--- src/rtl/thermal_sched_pkg.sv ---
package thermal_sched_pkg;
  typedef enum logic [1:0] {
    ST_PRI      = 2'd0,
    ST_DRAIN    = 2'd1,
    ST_SEC      = 2'd2,
    ST_THROTTLE = 2'd3
  } sched_state_e;

  localparam logic [1:0] PERF_FULL = 2'b00;
  localparam logic [1:0] PERF_STOP = 2'b11;
endpackage

--- src/rtl/thermal_thresh_latch.sv ---
module thermal_thresh_latch #(
  parameter int TW = 8
) (
  input  logic          clk,
  input  logic          rst,
  input  logic          sample_en,
  input  logic [TW-1:0] lo_in,
  input  logic [TW-1:0] hi_in,
  output logic [TW-1:0] lo_q,
  output logic [TW-1:0] hi_q
);
  always_ff @(posedge clk) begin
    if (rst || sample_en) begin
      lo_q <= lo_in;
      hi_q <= hi_in;
    end
  end

  // Limits must not move while the block is off the primary pipeline.
  assert_limits_held_R9: assert property (@(posedge clk) disable iff (rst)
    !sample_en |=> ($stable(lo_q) && $stable(hi_q)));
endmodule

--- src/rtl/thermal_sched_fsm.sv ---
module thermal_sched_fsm
  import thermal_sched_pkg::*;
#(
  parameter int TW = 8
) (
  input  logic          clk,
  input  logic          rst,
  input  logic [TW-1:0] temp_pri,
  input  logic [TW-1:0] temp_sec,
  input  logic [TW-1:0] lim_lo,
  input  logic [TW-1:0] lim_hi,
  input  logic          drained,
  output sched_state_e  state_q,
  output sched_state_e  state_d
);
  logic pri_hot, pri_cool, sec_hot, sec_cool;

  assign pri_hot  = (temp_pri >= lim_hi);
  assign pri_cool = (temp_pri <= lim_lo);
  assign sec_hot  = (temp_sec >= lim_hi);
  assign sec_cool = (temp_sec <= lim_lo);

  always_comb begin
    state_d = state_q;
    unique case (state_q)
      ST_PRI:      if (pri_hot) state_d = ST_DRAIN;
      ST_DRAIN:    if (drained) state_d = ST_SEC;
      ST_SEC: begin
        if (pri_cool)     state_d = ST_PRI;
        else if (sec_hot) state_d = ST_THROTTLE;
      end
      ST_THROTTLE: if (pri_cool && sec_cool) state_d = ST_PRI;
      default:     state_d = ST_PRI;
    endcase
  end

  always_ff @(posedge clk) begin
    if (rst) state_q <= ST_PRI;
    else     state_q <= state_d;
  end

  assert_pri_hold_R2: assert property (@(posedge clk) disable iff (rst)
    (state_q == ST_PRI && !pri_hot) |=> (state_q == ST_PRI));

  assert_drain_wait_R3: assert property (@(posedge clk) disable iff (rst)
    (state_q == ST_DRAIN && !drained) |=> (state_q == ST_DRAIN));

  assert_sec_return_R4: assert property (@(posedge clk) disable iff (rst)
    (state_q == ST_SEC && pri_cool) |=> (state_q == ST_PRI));

  assert_throttle_entry_R5: assert property (@(posedge clk) disable iff (rst)
    (state_q == ST_THROTTLE && $past(state_q) != ST_THROTTLE) |-> ($past(state_q) == ST_SEC));

  assert_throttle_hold_R6: assert property (@(posedge clk) disable iff (rst)
    (state_q == ST_THROTTLE && !(pri_cool && sec_cool)) |=> (state_q == ST_THROTTLE));
endmodule

--- src/rtl/thermal_sched_outreg.sv ---
module thermal_sched_outreg
  import thermal_sched_pkg::*;
#(
  parameter bit         STOP_CLOCK  = 1'b1,
  parameter logic [1:0] SCALE_LEVEL = 2'b01
) (
  input  logic         clk,
  input  logic         rst,
  input  sched_state_e state_q,
  input  sched_state_e state_d,
  output logic         fetch_stall,
  output logic         flush_req,
  output logic         pipe_sel,
  output logic         clk_en_pri,
  output logic         clk_en_sec,
  output logic [1:0]   perf_level
);
  localparam logic       THR_STALL  = STOP_CLOCK;
  localparam logic       THR_SEC_EN = !STOP_CLOCK;
  localparam logic [1:0] THR_LEVEL  = STOP_CLOCK ? PERF_STOP : SCALE_LEVEL;

  logic       stall_d, sel_d, pri_d, sec_d;
  logic [1:0] lvl_d;

  always_comb begin
    stall_d = 1'b0;
    sel_d   = 1'b0;
    pri_d   = 1'b1;
    sec_d   = 1'b0;
    lvl_d   = PERF_FULL;
    unique case (state_d)
      ST_DRAIN:    stall_d = 1'b1;
      ST_SEC: begin
        sel_d = 1'b1; pri_d = 1'b0; sec_d = 1'b1;
      end
      ST_THROTTLE: begin
        sel_d = 1'b1; pri_d = 1'b0; sec_d = THR_SEC_EN;
        stall_d = THR_STALL; lvl_d = THR_LEVEL;
      end
      default: ;
    endcase
  end

  always_ff @(posedge clk) begin
    if (rst) begin
      fetch_stall <= 1'b0;
      flush_req   <= 1'b0;
      pipe_sel    <= 1'b0;
      clk_en_pri  <= 1'b1;
      clk_en_sec  <= 1'b0;
      perf_level  <= PERF_FULL;
    end else begin
      fetch_stall <= stall_d;
      flush_req   <= (state_d == ST_DRAIN) && (state_q != ST_DRAIN);
      pipe_sel    <= sel_d;
      clk_en_pri  <= pri_d;
      clk_en_sec  <= sec_d;
      perf_level  <= lvl_d;
    end
  end

  assert_flush_single_R3: assert property (@(posedge clk) disable iff (rst)
    flush_req |=> !flush_req);

  assert_gate_exclusive_R7: assert property (@(posedge clk) disable iff (rst)
    !(clk_en_pri && clk_en_sec));

  assert_unselected_gated_R7: assert property (@(posedge clk) disable iff (rst)
    pipe_sel |-> !clk_en_pri);

  assert_level_only_off_primary_R8: assert property (@(posedge clk) disable iff (rst)
    (perf_level != PERF_FULL) |-> (pipe_sel && !clk_en_pri));
endmodule

--- src/rtl/thermal_pipe_sched.sv ---
module thermal_pipe_sched
  import thermal_sched_pkg::*;
#(
  parameter int         TW          = 8,
  parameter bit         STOP_CLOCK  = 1'b1,
  parameter logic [1:0] SCALE_LEVEL = 2'b01
) (
  input  logic          clk,
  input  logic          rst,
  input  logic [TW-1:0] temp_pri,
  input  logic [TW-1:0] temp_sec,
  input  logic [TW-1:0] thresh_lo,
  input  logic [TW-1:0] thresh_hi,
  input  logic          pipe_drained,
  output logic          fetch_stall,
  output logic          flush_req,
  output logic          pipe_sel,
  output logic          clk_en_pri,
  output logic          clk_en_sec,
  output logic [1:0]    perf_level
);
  sched_state_e  st_q, st_d;
  logic [TW-1:0] lim_lo, lim_hi;

  thermal_thresh_latch #(.TW(TW)) u_limits (
    .clk(clk), .rst(rst), .sample_en(st_q == ST_PRI),
    .lo_in(thresh_lo), .hi_in(thresh_hi), .lo_q(lim_lo), .hi_q(lim_hi)
  );

  thermal_sched_fsm #(.TW(TW)) u_fsm (
    .clk(clk), .rst(rst), .temp_pri(temp_pri), .temp_sec(temp_sec),
    .lim_lo(lim_lo), .lim_hi(lim_hi), .drained(pipe_drained),
    .state_q(st_q), .state_d(st_d)
  );

  thermal_sched_outreg #(.STOP_CLOCK(STOP_CLOCK), .SCALE_LEVEL(SCALE_LEVEL)) u_out (
    .clk(clk), .rst(rst), .state_q(st_q), .state_d(st_d),
    .fetch_stall(fetch_stall), .flush_req(flush_req), .pipe_sel(pipe_sel),
    .clk_en_pri(clk_en_pri), .clk_en_sec(clk_en_sec), .perf_level(perf_level)
  );
endmodule

--- config.mk ---
export PLATFORM = sky130hd
export DESIGN_NAME = thermal_pipe_sched
export DESIGN_NICKNAME = d
export VERILOG_FILES = /design/src/rtl/thermal_sched_pkg.sv /design/src/rtl/thermal_thresh_latch.sv /design/src/rtl/thermal_sched_fsm.sv /design/src/rtl/thermal_sched_outreg.sv /design/src/rtl/thermal_pipe_sched.sv
export SDC_FILE = /design/constraint.sdc
export NUM_CORES = 1
export LEC_CHECK = 0
export ABC_AREA = 1
export BUFFER_PORTS_ARGS = -buffer_cell sky130_fd_sc_hd__buf_4
export CORE_MARGIN = 5
export CORE_UTILIZATION = 30
export DETAILED_ROUTE_END_ITERATION = 10
export GPL_ROUTABILITY_DRIVEN = 0
export PLACE_DENSITY = 0.53
export SLEW_MARGIN = 20
export SYNTH_ARGS = -nofsm -noshare
export SYNTH_HDL_FRONTEND = slang
export SYNTH_SLANG_ARGS = --single-unit
--- constraint.sdc ---
create_clock -name clk -period 2 [get_ports clk]
set_input_delay 0.1 -clock clk [delete_from_list [all_inputs] [get_ports clk]]
set_output_delay 0.1 -clock clk [all_outputs]
set_load 0.02 [all_outputs]
### After elaboration in Yosys (flattened, before gate mapping)

Cells that the tools add are included.

* register bits: 25
* bits of input ports: 35
* output and inout bits: 7
* word-level logic and storage cells: 37

* $lt $le $gt $ge: 4
* equal/unequal tests: 7
* muxes and demuxes: 11
* reductions and logical operators: 6

Operator list (count)
* $ge A8 B8 Y1: 2
* $le A8 B8 Y1: 2
* $mux W2: 6
* $eq A2 B2 Y1 const B: 4
* $pmux W2 S4: 1
* $eq A2 B1 Y1 const B: 2
* $mux W1: 4
* $reduce_or A2 Y1: 2
* $logic_and A1 B1 Y1: 2
* $logic_not A2 Y1: 1
* $ne A2 B1 Y1 const B: 1
* $logic_or A1 B1 Y1: 1

### Longest topological paths before layout

Gate-level depths: netlist of run 1.

* depth after elaboration: 7
* depth in mapped cells: 15

### Cells and area by module

From an unflattened synthesis of run 1, not the netlist that was laid out.

* cells, all modules: 184
* area, all modules: 1622.8 um^2

Modules (own cells, without submodules)
* thermal_sched_fsm: area each 947.2 um^2, seq. area each 40.0 um^2, instances 1, cells an instance 145
* thermal_thresh_latch: area each 491.7 um^2, seq. area each 480.5 um^2, instances 1, cells an instance 19
* thermal_sched_outreg: area each 180.2 um^2, seq. area each 120.1 um^2, instances 1, cells an instance 19
* thermal_pipe_sched: area each 3.8 um^2, seq. area each 0.0 um^2, instances 1, cells an instance 1

### Worst setup path before layout of run 1

OpenSTA, ideal clock, no wires.

* path type: flip-flop to flip-flop
* start point: reg u_limits.hi_q[5]
* end point: reg u_fsm.state_q[0]
* slack: 0.543 ns
* data arrival time: 1.346 ns
* cell stages (with the launch flop): 9
* setup time: 0.110 ns
* buffers on the path: 0
* cells stage by stage: edfxtp_1 inv_1 ha_1 a21oi_1 o21a_1 nand3_1 or2_2 nand2_2 nor2_1

* longest elaborated chain between the ends: 4
* elaborated cells between the ends (all ways): 6

Ends and longest elaborated chain
* start: declaration: line thermal_thresh_latch.sv:10 `output logic [TW-1:0] hi_q`
* start signal: assignment: line thermal_thresh_latch.sv:15 `hi_q <= hi_in;`
* $ge A8 B8 Y1: line thermal_sched_fsm.sv:20 `assign sec_hot = (temp_sec >= lim_hi);`
* $mux W2: line thermal_sched_fsm.sv:30 `else if (sec_hot) state_d = ST_THROTTLE;`
* $mux W2: line thermal_sched_fsm.sv:29 `if (pri_cool) state_d = ST_PRI;`
* $pmux W2 S4 *: line thermal_sched_fsm.sv:25 `unique case (state_q)`
* end signal: assignment: line thermal_sched_fsm.sv:39 `else state_q <= state_d;`
* end: declaration: line thermal_sched_fsm.sv:13 `output sched_state_e state_q,`

Mark *: on every way between the ends. The rest lies on a longest branch, timed or not.
A chain may end at the register's enable or synchronous reset.

### Final worst setup path of run 1

* start point: reg u_limits.hi_q[7]
* end point: reg u_fsm.state_q[0]

Same word-level chain as after synthesis.

==> results of run 1 <==
## worst max-delay path, cell delays in order, from the launching register on
cell and delay (ps):
edfxtp_1 380, inv_1 90, ha_1 240, a21oi_1 180
o21a_1 170, nand3_1 100, or2_2 290, nand2_2 90
nor2_1 40
## per-layer routing
layer / part of all wire / up-vias / GRT usage
met2: 0.47 / 23 / 0.1655
met5: 0 / - / 0
li1: - / 701 / -
met1: 0.46 / 535 / 0.1318
met3: 0.047 / 4 / 0.02772
met4: 0.013 / 0 / 0.03120
## area by class of cell
cell class / count / area share
Clock buffer: 4 / 0.02058
Sequential cell: 23 / 0.2836
Multi-Input combinational cell: 120 / 0.3842
Inverter: 35 / 0.06003
Tap cell: 70 / 0.04002
Timing Repair Buffer: 57 / 0.2115
## logic make-up after synthesis
| logic type | Yosys count | synth area share |
|---|---|---|
| AOI/OAI and AO/OA | 14 | 0.05160 |
| adders and majority gates | 32 | 0.2502 |
| and+or+nand+nor | 74 | 0.2236 |
| DFF | 23 | 0.3878 |
| buffers and inverters | 36 | 0.08678 |
## registers in the layout, indices dropped and copies added (netlist names)
name,flops
u_limits.lo_q,8
u_out.clk_en_sec,1
u_limits.hi_q,8
u_out.perf_level,1
u_fsm.state_q,2
u_out.pipe_sel,1
u_out.flush_req,1
u_out.clk_en_pri,1
## stage by stage
| step | std cells | power [mW] | area (um2) | utilization |
|---|---|---|---|---|
| 2_1_floorplan | 179 | 0.9332 | 1600 | - |
| 3_3_place_gp | 291 | 1.102 | 2003 | 0.3897 |
| 3_5_place_dp | 291 | 1.106 | 2003 | 0.3897 |
| 4_1_cts | 298 | 1.408 | 2078 | 0.4043 |
| 5_1_grt | 309 | 1.525 | 2188 | 0.4258 |
| 6_report | 309 | 1.392 | 2188 | 0.4258 |
## how the worst max path moves through the flow
| stage | cells after the start | slack (ps) | from | end |
|---|---|---|---|---|
| floorplan | 8 | 540 | u_limits.hi_q[5] | u_fsm.state_q[0] |
| global placement | 8 | 360 | u_limits.hi_q[7] | u_fsm.state_q[0] |
| detailed placement | 8 | 330 | u_limits.hi_q[7] | u_fsm.state_q[0] |
| CTS | 8 | 320 | u_limits.hi_q[7] | u_fsm.state_q[0] |
| global route | 8 | 180 | u_limits.hi_q[7] | u_fsm.state_q[0] |
| finish | 8 | 330 | u_limits.hi_q[7] | u_fsm.state_q[0] |
## synth_stat cells
cell and instances:
nor2_1 10, nand2_2 5, o21a_1 2, ha_1 32
nand3_1 5, nand4_1 4, o21bai_1 1, or2_2 1
a21o_1 2, inv_1 34, nand2_1 39, nand3_2 2
nand3b_1 1, buf_4 1, a21oi_1 9, edfxtp_1 16
dfxtp_1 7, nand2_4 3, nor2_2 4, inv_2 1
## power by group through the flow
stage          Sequential (mW)  Clock, mW  Combinational (mW)
3_3_place_gp             0.613          0               0.489
3_5_place_dp             0.614          0               0.492
6_report                 0.603      0.284               0.505
2_1_floorplan            0.626          0               0.307
5_1_grt                  0.610      0.326               0.590
4_1_cts                  0.604      0.305               0.499
## timing repair
action                                  in CTS  in global routing
hold endpoints to repair                     3                 11
hold buffers                                 3                 11
endpoints found under the setup margin       0                  0
==> run metrics, run 1 <==
Synth Instances=179; max cap viols=0; period utilization=0.8347; CTS tree=done; Worst R2R End=u_fsm.state_q[0]; Internal Power=949.1 uW; total track usage=0.1020; number of fill cells in the layout=551; Hold Path Cell Cnt=2; Sink Count=23; CTS buffer count=3; dpl hpwl=2876 um; pwr/cell area=636.1 mW/mm2; max_slew headroom=0.8473; warning count from the yosys run=0; Synth-to-Final Area Change=36.75%; Critical Path AT=1830 ps; syn nets=246; final count of pins violating max slew=0; Clock power frac=0.204; Final WS setup=330.6 ps; First DRT Iteration DRCs=38; setup TNS=0 ps; Vias=1263; post-CTS setup buffer count=0; core box area=0.005140 mm2; Flop pwr share=0.433; Starting Density=0.3113; critical path peak fanout=2; worst r2r src=u_limits.hi_q[7]; Synth cell types=20; worst reg2reg path depth=8; Seq/Total Area, Yosys=0.3878; GRT overflow=0; leading cell type in the layout, fill and taps excluded=buf_4; Hold Path Class=in -> reg; vias in the first global route=1334; final worst path period need=1669 ps; antenna violations before repair=0; Routed WL=3335 um; syn avg cell area=8.940 um2; Reg area=620.6 um2; sw frac=0.3181; largest net degree at the start of global routing=13; Initial DRT Pass Iterations=4; most frequent cells in the layout=buf_4, nand2_1, inv_1; I/O pin count=42; final net count=307; top cell type's share of synthesized area=0.3002; fraction of layout cells with a size suffix above 1=0.2594; final hold slack=8.148 ps; post-route ant nets=0; Switching Power=442.9 uW; VDD IR-drop max=0.4102 mV; number of synthesized register bits=23; # DRC=0; crit start category=flop; Synth area leaders=edfxtp_1, ha_1, nand2_1; Syn Std Cell Area=0.001600 mm2; Rows=26; Crit Path Class=reg -> reg; status=finished, final reports clean; CTS Root Cell=clkbuf_8; Pleak=1.176 nW; f_max=0.5990 GHz; Worst-Skew Late Latency=260 ps; Slew @ Worst Pin=228.7 ps; final setup fails=0; RSZ-0062 raised after global routing=false; Vias per Instance=4.087; r2r setup slk=330 ps; Die Footprint=0.006895 mm2; routed len/inst=10.79 um; Hold Path End=u_fsm.state_q[0]; Post-Place Setup Slack=333.8 ps; combinational power share=0.363; Worst EP required=2160 ps; Final Skew=1.374 ps; Die H=83.04 um; crit end category=flop; Synth area leader=edfxtp_1; n_diodes=0; Worst-path clk slew=80 ps; footprint of the multi-input gates=840.8 um2; Die Span X=83.04 um; Max Root-Sink Buffers=2; PostCTS Resize Cnt=0; hold path start=rst; Final Hold Vio Count=0; input/output buffers=41; first-pass GRT wire length=5823 um; H-tree depth=1
Power figures use the tool's default switching activity.
==> run 2, diff against run 1 <==
Settings changed: ABC_AREA 1 to 0, PLACE_DENSITY 0.53 to 0.54.
Clock period 2 ns to 1.75 ns, I/O delays scaled along.
==> run 2 against run 1 <==
The flow now finishes with violations (negative setup slack). Highest routed layer unchanged. Sequential power is 17% higher. Largest power group unchanged. Synthesized cell count is 27% lower. Global-route usage is 1.8 points higher. Largest cell class unchanged. Worst setup slack worse by 460 ps. Critical path type unchanged. Critical path depth stayed put. Clock-buffer cell count stayed put. Wire length is 9.5% higher.
==> run metrics, run 2 <==
status=finished with violations (was finished, final reports clean); failing checks=negative setup slack; Syn Std Cell Area=0.001503 mm2 (was 0.001600 mm2); count leader, synth=ha_1 (was nand2_1); syn avg cell area=11.47 um2 (was 8.940 um2); total track usage=0.1197 (was 0.1020); Vias per Instance=4.688 (was 4.087); Final Hold Vio Count=0 (unchanged); Final WS setup=-128.0 ps (was 330.6 ps); Clock power frac=0.192 (was 0.204); # DRC=0 (unchanged); Internal Power=1.193 mW (was 949.1 uW); Worst EP required=1920 ps (was 2160 ps); post-route ant nets=0 (unchanged); syn nets=198 (was 246); Critical Path AT=2050 ps (was 1830 ps); Die H=80.78 um (was 83.04 um); crit start category=flop (unchanged); leading cell type in the layout, fill and taps excluded=buf_4 (unchanged); Main synth FF type=edfxtp_1 (unchanged); r2r setup slk=-130 ps (was 330 ps); Power, Total=1.741 mW (was 1.392 mW); CTS tree=done (unchanged); mux contribution to synthesized area=0 (unchanged); Flop pwr share=0.404 (was 0.433); f_max=0.5325 GHz (was 0.5990 GHz); xor-xnor portion of the synthesized cell area=0 (unchanged); Synth area leaders=edfxtp_1, ha_1, dfxtp_1 (was edfxtp_1, ha_1, nand2_1); Synth cell types=32 (was 20); final net count=267 (was 307); Starting Density=0.3140 (was 0.3113); Post-Synth Simple-Gate Area=0.1016 (was 0.2236); most frequent cells in the layout=buf_4, ha_1, dlygate4sd3_1, edfxtp_1, inv_1 (was buf_4, nand2_1, inv_1); adder-cell area share of the yosys netlist=0.2664 (was 0.2502); n_diodes=0 (unchanged); I/O pin count=42 (unchanged); Vias=1247 (was 1263); antenna violations before repair=0 (unchanged); number of fill cells in the layout=421 (was 551); Slew @ Worst Pin=342.5 ps (was 228.7 ps); Initial DRT Pass Iterations=4 (unchanged); RSZ-0062 raised after global routing=true (was false); global-route track usage on met3=0.02106 (was 0.02772); core box area=0.004786 mm2 (was 0.005140 mm2); Pleak=1.020 nW (was 1.176 nW); period utilization=1.073 (was 0.8347); CTS Root Cell=clkbuf_8 (unchanged); crit end category=flop (unchanged); vias in the first global route=1395 (was 1334); max_slew headroom=0.7686 (was 0.8473); Synth Instances=131 (was 179); Worst-Skew Late Latency=260 ps (about the same); FFs w/ async S/R, synth=0 (unchanged); number of synthesized register bits=23 (unchanged); global-route met2 utilization=0.2227 (was 0.1655); max cap viols=0 (unchanged); final count of pins violating max slew=0 (unchanged); Sink Count=23 (unchanged); critical path peak fanout=3 (was 2); pwr/cell area=761.6 mW/mm2 (was 636.1 mW/mm2); Synth area leader=edfxtp_1 (unchanged); Switching Power=547.5 uW (was 442.9 uW); GRT overflow=0 (unchanged); H-tree depth=1 (unchanged); Seq/Total Area, Yosys=0.4130 (was 0.3878); Synth Area in Compound Gates=0.1615 (was 0.05160); grt peak-use layer=met2 (unchanged); sw frac=0.3145 (was 0.3181); met1 usage=0.1353 (was 0.1318); top cell type's share of synthesized area=0.3197 (was 0.3002); Die Span X=80.78 um (was 83.04 um); largest family of logic cells by synthesized area=adder cells (unchanged); final hold slack=43.15 ps (was 8.148 ps); First DRT Iteration DRCs=35 (was 38); Rows=25 (was 26); combinational power share=0.404 (was 0.363); dpl hpwl=3004 um (was 2876 um); fraction of layout cells with a size suffix above 1=0.3869 (was 0.2594); Final Skew=1.340 ps (was 1.374 ps); CTS buffer count=3 (unchanged); routed len/inst=13.73 um (was 10.79 um); VDD IR-drop max=0.5099 mV (was 0.4102 mV); Max Root-Sink Buffers=2 (unchanged); Routed WL=3651 um (was 3335 um); Hold Path Class=in -> reg (unchanged); Crit Path Class=reg -> reg (unchanged); most frequent cells after synthesis=ha_1, inv_1, edfxtp_1, a21oi_1, dfxtp_1 (was nand2_1, inv_1, ha_1, edfxtp_1, nor2_1); largest net degree at the start of global routing=13 (unchanged); final worst path period need=1878 ps (was 1669 ps); warning count from the yosys run=0 (unchanged); first-pass GRT wire length=6044 um (was 5823 um); Post-synth EDFFs=16 (unchanged); final setup fails=6 (was 0); Synth-to-Final Area Change=52.12% (was 36.75%); Worst-path clk slew=80 ps (about the same); Die Footprint=0.006525 mm2 (was 0.006895 mm2); input/output buffers=41 (unchanged); largest registers=u_limits.hi_q (8), u_limits.lo_q (8), u_fsm.state_q (2) (unchanged)
## run 2: final timing paths
kind / start / to / cells after the start
min: rst / u_fsm.state_q[0] / 2
max: u_limits.lo_q[1] / u_out.pipe_sel / 8
max reg2reg: u_limits.lo_q[1] / u_out.pipe_sel / 8
min reg2reg: u_fsm.state_q[1] / u_out.flush_req / 1
## run 2: kinds of logic after synthesis
group                    Yosys count
AND/OR/NAND/NOR                   25
AO/OA/AOI/OAI                     31
adder cells (fa/ha/maj)           32
flip-flops                        23
buffers and inverters             20
## run 2: final cells by class
cell class | count | area [um2] | share of cell area
Clock buffer | 4 | 45.04 | 0.01970
Tap cell | 67 | 83.83 | 0.03667
Multi-Input combinational cell | 88 | 929.6 | 0.4067
Timing Repair Buffer | 66 | 539.3 | 0.2359
Inverter | 18 | 67.56 | 0.02956
Sequential cell | 23 | 620.6 | 0.2715
## run 2: what timing repair did
action | in CTS | in global routing
cloned | 0 | 0
hold buffers | 15 | 1
resized for setup | 9 | 13
endpoints found under the hold margin | 15 | 1
pin swaps | 12 | 7
setup buffers | 1 | 0
setup endpoints to repair | 6 | 7
## run 2: worst max-delay path, stage by stage, from the launching register on
cell and delay (ps):
edfxtp_1 390, inv_2 110, ha_4 210, nor2b_4 120, o211ai_1 180, a21oi_2 80
o22a_1 230, a211o_2 350, buf_6 120
## run 2: metrics by stage
step	utilization	setup TNS (ps)	instances	instance area (um2)	setup slack, ps
finish	0.4776	-520.5	266	2286	-128.0
global route	0.4776	-930.7	266	2286	-182.1
CTS	0.4601	-549.9	265	2202	-122.3
detailed placement	0.4044	-585.7	245	1936	-180.9
global placement	0.4044	-445.5	245	1936	-130.8
floorplan	-	0	131	1503	13.03
## run 2: layer usage
metal  up-vias  part of all wire
li1        631                 -
met3         9             0.031
met1       576              0.44
met4         0             0.023
met2        31              0.50
met5         -                 0
## run 2: power by group through the flow
stage / logic [mW] / registers, mW / clock network [mW]
2_1_floorplan: 0.343 / 0.732 / 0
3_3_place_gp: 0.573 / 0.713 / 0
3_5_place_dp: 0.589 / 0.714 / 0
4_1_cts: 0.654 / 0.702 / 0.344
5_1_grt: 0.788 / 0.712 / 0.365
6_report: 0.703 / 0.703 / 0.335
